File: src/rtl/rtc_pkg.sv
package rtc_pkg;
    typedef enum logic [1:0] {
        PI_IDLE  = 2'd0,
        PI_RUN   = 2'd1,
        PI_DRAIN = 2'd2
    } pi_state_e;

    localparam int IDX_SEC = 1;
    localparam int IDX_CS  = 2;
    localparam int IDX_PI  = 5;
endpackage

File: src/rtl/rtc_time.sv
module rtc_time #(
    parameter int DATA_W  = 8,
    parameter int CS_MAX  = 99,
    parameter int SEC_MAX = 59,
    localparam int CS_W   = $clog2(CS_MAX + 1),
    localparam int SEC_W  = $clog2(SEC_MAX + 1)
) (
    input  logic              clk,
    input  logic              rst_n,
    input  logic              tick,
    input  logic              ld_cs,
    input  logic              ld_sec,
    input  logic [DATA_W-1:0] wdata,
    output logic [CS_W-1:0]   cs_q,
    output logic [SEC_W-1:0]  sec_q
);
    localparam logic [CS_W-1:0]  CS_LIM  = CS_W'(CS_MAX);
    localparam logic [SEC_W-1:0] SEC_LIM = SEC_W'(SEC_MAX);

    logic [CS_W-1:0]  cs_load;
    logic [SEC_W-1:0] sec_load;

    // Values above the maximum are replaced by zero.
    assign cs_load  = (wdata[CS_W-1:0]  > CS_LIM)  ? '0 : wdata[CS_W-1:0];
    assign sec_load = (wdata[SEC_W-1:0] > SEC_LIM) ? '0 : wdata[SEC_W-1:0];

    always_ff @(posedge clk or negedge rst_n) begin
        if (!rst_n) begin
            cs_q  <= '0;
            sec_q <= '0;
        end else if (ld_cs || ld_sec) begin
            // A write wins; a tick in the same cycle is discarded.
            if (ld_cs)  cs_q  <= cs_load;
            if (ld_sec) sec_q <= sec_load;
        end else if (tick) begin
            if (cs_q == CS_LIM) begin
                cs_q  <= '0;
                sec_q <= (sec_q == SEC_LIM) ? '0 : sec_q + 1'b1;
            end else begin
                cs_q <= cs_q + 1'b1;
            end
        end
    end

    p_cs_range_r2: assert property (@(posedge clk) disable iff (!rst_n)
        cs_q <= CS_LIM);
    p_sec_range_r3: assert property (@(posedge clk) disable iff (!rst_n)
        sec_q <= SEC_LIM);
    p_cs_wrap_r2: assert property (@(posedge clk) disable iff (!rst_n)
        (tick && !ld_cs && !ld_sec && cs_q == CS_LIM) |=> (cs_q == '0));
    p_sec_wrap_r3: assert property (@(posedge clk) disable iff (!rst_n)
        (tick && !ld_cs && !ld_sec && cs_q == CS_LIM && sec_q == SEC_LIM) |=> (sec_q == '0));
    p_tick_drop_r4: assert property (@(posedge clk) disable iff (!rst_n)
        ld_sec |=> (cs_q == $past(cs_q)));
endmodule

File: src/rtl/rtc_pint.sv
module rtc_pint #(
    parameter int CNT_W = 8
) (
    input  logic             clk,
    input  logic             rst_n,
    input  logic             tick,
    input  logic             ld_mod,
    input  logic [CNT_W-1:0] wdata,
    output logic [CNT_W-1:0] cnt_q,
    output logic             irq_o
);
    import rtc_pkg::*;

    localparam logic [CNT_W-1:0] CNT_TOP = '1;

    pi_state_e        state_q, state_d;
    logic [CNT_W-1:0] mod_q;
    logic [CNT_W-1:0] cnt_inc;
    logic             zero_wr, hit, drain_end;

    assign cnt_inc   = cnt_q + 1'b1;
    assign zero_wr   = ld_mod && (wdata == '0);
    assign hit       = tick && (state_q == PI_RUN) && !zero_wr && (cnt_inc == mod_q);
    assign drain_end = tick && (state_q == PI_DRAIN) && (cnt_q == CNT_TOP);

    // Next-state logic
    always_comb begin
        state_d = state_q;
        unique case (state_q)
            PI_IDLE:  if (ld_mod && !zero_wr) state_d = PI_RUN;
            PI_RUN:   if (zero_wr) state_d = PI_DRAIN;
            PI_DRAIN: begin
                if (ld_mod && !zero_wr)      state_d = PI_RUN;
                else if (drain_end && !ld_mod) state_d = PI_IDLE;
            end
            default:  state_d = PI_IDLE;
        endcase
    end

    // State register
    always_ff @(posedge clk or negedge rst_n) begin
        if (!rst_n) state_q <= PI_IDLE;
        else        state_q <= state_d;
    end

    // Outputs: counter, modulus and interrupt
    always_ff @(posedge clk or negedge rst_n) begin
        if (!rst_n) begin
            cnt_q <= '0;
            mod_q <= '0;
            irq_o <= 1'b0;
        end else begin
            irq_o <= hit;
            if (ld_mod) mod_q <= wdata;
            if (tick && state_q != PI_IDLE) cnt_q <= hit ? '0 : cnt_inc;
        end
    end

    p_idle_zero_r7: assert property (@(posedge clk) disable iff (!rst_n)
        (state_q == PI_IDLE) |-> (cnt_q == '0));
    p_irq_cnt_r6: assert property (@(posedge clk) disable iff (!rst_n)
        irq_o |-> (cnt_q == '0));
    p_irq_src_r6: assert property (@(posedge clk) disable iff (!rst_n)
        irq_o |-> ($past(state_q) == PI_RUN));
    p_stop_now_r7: assert property (@(posedge clk) disable iff (!rst_n)
        zero_wr |=> !irq_o);
    p_park_r7: assert property (@(posedge clk) disable iff (!rst_n)
        drain_end && !ld_mod |=> (state_q == PI_IDLE));
    p_keep_cnt_r8: assert property (@(posedge clk) disable iff (!rst_n)
        (ld_mod && !tick) |=> (cnt_q == $past(cnt_q)));
endmodule

File: src/rtl/cs_rtc.sv
module cs_rtc #(
    parameter int ADDR_W  = 8,
    parameter int DATA_W  = 8,
    parameter int CS_MAX  = 99,
    parameter int SEC_MAX = 59
) (
    input  logic              clk,
    input  logic              rst_n,
    input  logic              tick,
    input  logic              wr_en,
    input  logic              rd_en,
    input  logic [ADDR_W-1:0] addr,
    input  logic [DATA_W-1:0] wdata,
    output logic [DATA_W-1:0] rdata,
    output logic              irq
);
    import rtc_pkg::*;

    localparam int CS_W  = $clog2(CS_MAX + 1);
    localparam int SEC_W = $clog2(SEC_MAX + 1);

    logic              sel_sec, sel_cs, sel_pi;
    logic [CS_W-1:0]   cs_val;
    logic [SEC_W-1:0]  sec_val;
    logic [DATA_W-1:0] pi_cnt;

    assign sel_sec = (addr == ADDR_W'(IDX_SEC));
    assign sel_cs  = (addr == ADDR_W'(IDX_CS));
    assign sel_pi  = (addr == ADDR_W'(IDX_PI));

    rtc_time #(
        .DATA_W (DATA_W),
        .CS_MAX (CS_MAX),
        .SEC_MAX(SEC_MAX)
    ) u_time (
        .clk   (clk),
        .rst_n (rst_n),
        .tick  (tick),
        .ld_cs (wr_en && sel_cs),
        .ld_sec(wr_en && sel_sec),
        .wdata (wdata),
        .cs_q  (cs_val),
        .sec_q (sec_val)
    );

    rtc_pint #(
        .CNT_W(DATA_W)
    ) u_pint (
        .clk   (clk),
        .rst_n (rst_n),
        .tick  (tick),
        .ld_mod(wr_en && sel_pi),
        .wdata (wdata),
        .cnt_q (pi_cnt),
        .irq_o (irq)
    );

    always_comb begin
        rdata = '0;
        if (rd_en) begin
            if (sel_sec)     rdata = DATA_W'(sec_val);
            else if (sel_cs) rdata = DATA_W'(cs_val);
            else if (sel_pi) rdata = pi_cnt;
        end
    end

    p_rd_off_r9: assert property (@(posedge clk) disable iff (!rst_n)
        !rd_en |-> (rdata == '0));
endmodule

File: config.mk
export PLATFORM = sky130hd
export DESIGN_NAME = cs_rtc
export DESIGN_NICKNAME = d
export VERILOG_FILES = /design/src/rtl/rtc_pkg.sv /design/src/rtl/rtc_time.sv /design/src/rtl/rtc_pint.sv /design/src/rtl/cs_rtc.sv
export SDC_FILE = /design/constraint.sdc
export NUM_CORES = 1
export LEC_CHECK = 0
export ABC_AREA = 1
export CORE_MARGIN = 2
export CORE_UTILIZATION = 60
export DETAILED_ROUTE_END_ITERATION = 6
export MAX_ROUTING_LAYER = met4
export PLACE_DENSITY = 0.86
export SLEW_MARGIN = 40
export SYNTH_ARGS = -nofsm -noshare
export SYNTH_HDL_FRONTEND = slang
export SYNTH_SLANG_ARGS = --single-unit
File: constraint.sdc
create_clock -name clk -period 3.9 [get_ports clk]
set_input_delay 0.585 -clock clk [delete_from_list [all_inputs] [get_ports clk]]
set_output_delay 0.585 -clock clk [all_outputs]
set_load 0.02 [all_outputs]
==> metrics.csv <==
metric,value,unit
final hold vios,0,
main combinational cell family by area after synthesis,simple AND/OR/NAND/NOR gates,
largest net degree at the start of global routing,33,
Detailed Route WL,5770,um
vias in the first global route,2182,
CP endpoint kind,output pin,
mux cell area share after synthesis,0,%
Tot Pwr,1130,uW
DR WL/cell,13.5,um
Critical Path RT,3310,ps
I/O pin count,30,
worst min-delay path class,reg -> reg,
Main synth FF type,dfrtp_1,
Post-Synth Adder-Cell Area,1.64,%
clock skew,1.63,ps
Post-synth EDFFs,0,
Startpoint Class,input port,
slew of the pin with the lowest slew margin,638,ps
detailed-route DRC error count,0,
PortBufs,29,
worst r2r path cells,10,
Worst Setup EP,rdata[6],
Final Util,73.6,%
htree depth,2,
post-synthesis simple-gate area fraction,38.6,%
Congestion Overflow GR,0,
Hold Slack,514,ps
post-route setup TNS,0,ps
FF-to-FF Start,u_pint.cnt_q[0],
synth-to-layout area growth,17.6,%
Worst IR Drop VDD,333,uV
die height,65.8,um
status,"finished, final reports clean",
TritonCTS buffer count,5,
clock tree buffer depth,2,
CTS sink count,32,
Initial Utilization,62.6,%
hold buffers post-CTS,0,
RSZ-0062 raised after global routing,false,
"Seq/Total Area, Yosys",35.0,%
slew margin rel.,57.1,%
static leakage,0.00131,uW
GRT Util Overall,31.6,%
vias per inst,5.62,
commonest cells in the netlist,"102 x nand2_1, 46 x inv_1, 44 x nor2_1, 41 x nand3_1, 32 x dfrtp_1",
Achievable Freq,297,MHz
Final period util,86.3,%
critical path class,in -> out,
Critical path origin,addr[3],
Reg2Reg Setup Slack,1830,ps
post-synth cell types,32,
via count,2401,
TritonCTS clock tree,yes,
Die ar.,4330,um2
Placement Rows,22,
Post-Synthesis Cells,349,
layout cell share with drive strength beyond 1,5.28,%
Clock transition at path regs,70,ps
maximum fanout along the worst path,7,
"Clk Latency, worst-skew pair",290,ps
final net count,402,
DR iter-0 viols,213,
ranking of synthesized cells by area,"dfrtp_1 35%, nand2_1 17%, nand3_1 9.0%",
initial antenna violation count,0,
Die W,65.8,um
TritonRoute pass-1 iters,5,
Mean Syn Cell Area,6.56,um2
Worst Path Arrival,2780,ps
Final GP Congestion,0.935,
dpl ws,588,ps
# resized after CTS,0,
"FF+latch count, synth",32,
pwr dens,420,nW/um2
Post-DP HPWL,4300,um
post-synthesis compound-gate area fraction,10.4,%
Final setup viols,0,
max-slew violations,0,
CTS root buf,clkbuf_8,
final antenna-violating net count,0,
global-route wire length before repair,10000,um
Core Area,3660,um2
Post-CTS Setup Repair Bufs,0,
most frequent cell after synthesis,nand2_1,
"FFs w/ async S/R, synth",100,%
cell area after synthesis,2290,um2
Post-Syn Nets,373,
xor/xnor cell area share of the yosys netlist,3.44,%
PnR worst setup slack,533,ps
crit path time final,3370,ps
post-synth top area share,35.0,%
Max-Cap Viols,0,
FF-to-FF End,u_pint.cnt_q[2],
# diodes,0,
YS warnings,0,
cell taking the most area after synthesis,dfrtp_1,
-- flip-flops by register name, summed over array words and instances (netlist names) --
signal and cells:
u_time.cs_q 7, u_pint.mod_q 8, u_pint.state_q 2, u_time.sec_q 6, u_pint.cnt_q 8, u_pint.irq_o 1
-- how the worst min path moves through the flow --
stage	startpoint	to	slack (ps)	cells past startpoint
floorplan	rst_n	u_pint.cnt_q[0]	290	0
finish	u_pint.mod_q[0]	u_pint.mod_q[0]	510	2
global route	u_pint.mod_q[0]	u_pint.mod_q[0]	530	2
detailed placement	u_pint.mod_q[0]	u_pint.mod_q[0]	490	2
CTS	u_pint.mod_q[0]	u_pint.mod_q[0]	510	2
global placement	u_pint.mod_q[0]	u_pint.mod_q[0]	480	2
-- cell usage in the layout, fill, tap and decap left out, types with 2 or more instances in the layout --
cell type / n
a21oi_1: 8
a31oi_1: 9
clkbuf_8: 5
clkdlybuf4s50_1: 29
dfrtp_1: 32
ha_1: 3
inv_1: 46
inv_2: 2
nand2_1: 102
nand2_2: 4
nand3_1: 41
nand4_1: 6
nor2_1: 44
nor3_1: 2
nor4_1: 2
o211ai_1: 2
o21ai_0: 16
o22ai_1: 2
xnor2_1: 2
xor2_1: 7
-- cells by family (layout without fill, tap and decap cells) --
logic type	after synthesis	in the layout
AOI/OAI and AO/OA	42	42
xor gates and xnor gates	9	9
adders and majority gates	3	3
buffers and inverters	57	87
DFF	32	32
and+or+nand+nor	206	206
-- critical path, stage by stage --
cell and delay [ps]:
clkdlybuf4s50_1 430, inv_1 70, nand2_1 90, nor4_2 560
nand2_1 100, a211oi_1 290, clkdlybuf4s50_1 660
-- power by group --
group | total [uW] | leakage [uW] | internal [uW] | switching [uW]
sequential | 504 | 0.000385 | 402 | 102
combinational | 309 | 0.000872 | 136 | 173
clock | 318 | 0.0000552 | 190 | 128
-- layout make-up --
class / count / area [um2]
Timing Repair Buffer: 30 / 298
Clock buffer: 6 / 72.6
Fill cell: 305 / 966
Tap cell: 48 / 60.1
Clock inverter: 2 / 35.0
Sequential cell: 32 / 801
Inverter: 49 / 186
Multi-Input combinational cell: 260 / 1240
-- stage by stage --
step,instance area [um2],instances
floorplan,2290,349
global placement,2580,419
detailed placement,2590,419
CTS,2700,427
global route,2700,427
finish,2700,427
-- metal layers --
metal,share of wire (%),up-vias,global-route usage (%)
li1,-,1186,-
met1,42,1095,41.3
met2,46,105,49.4
met3,8.8,15,6.64
met4,2.3,0,9.64
met5,0,-,-
No activity file was read; power rests on OpenSTA's default activity.
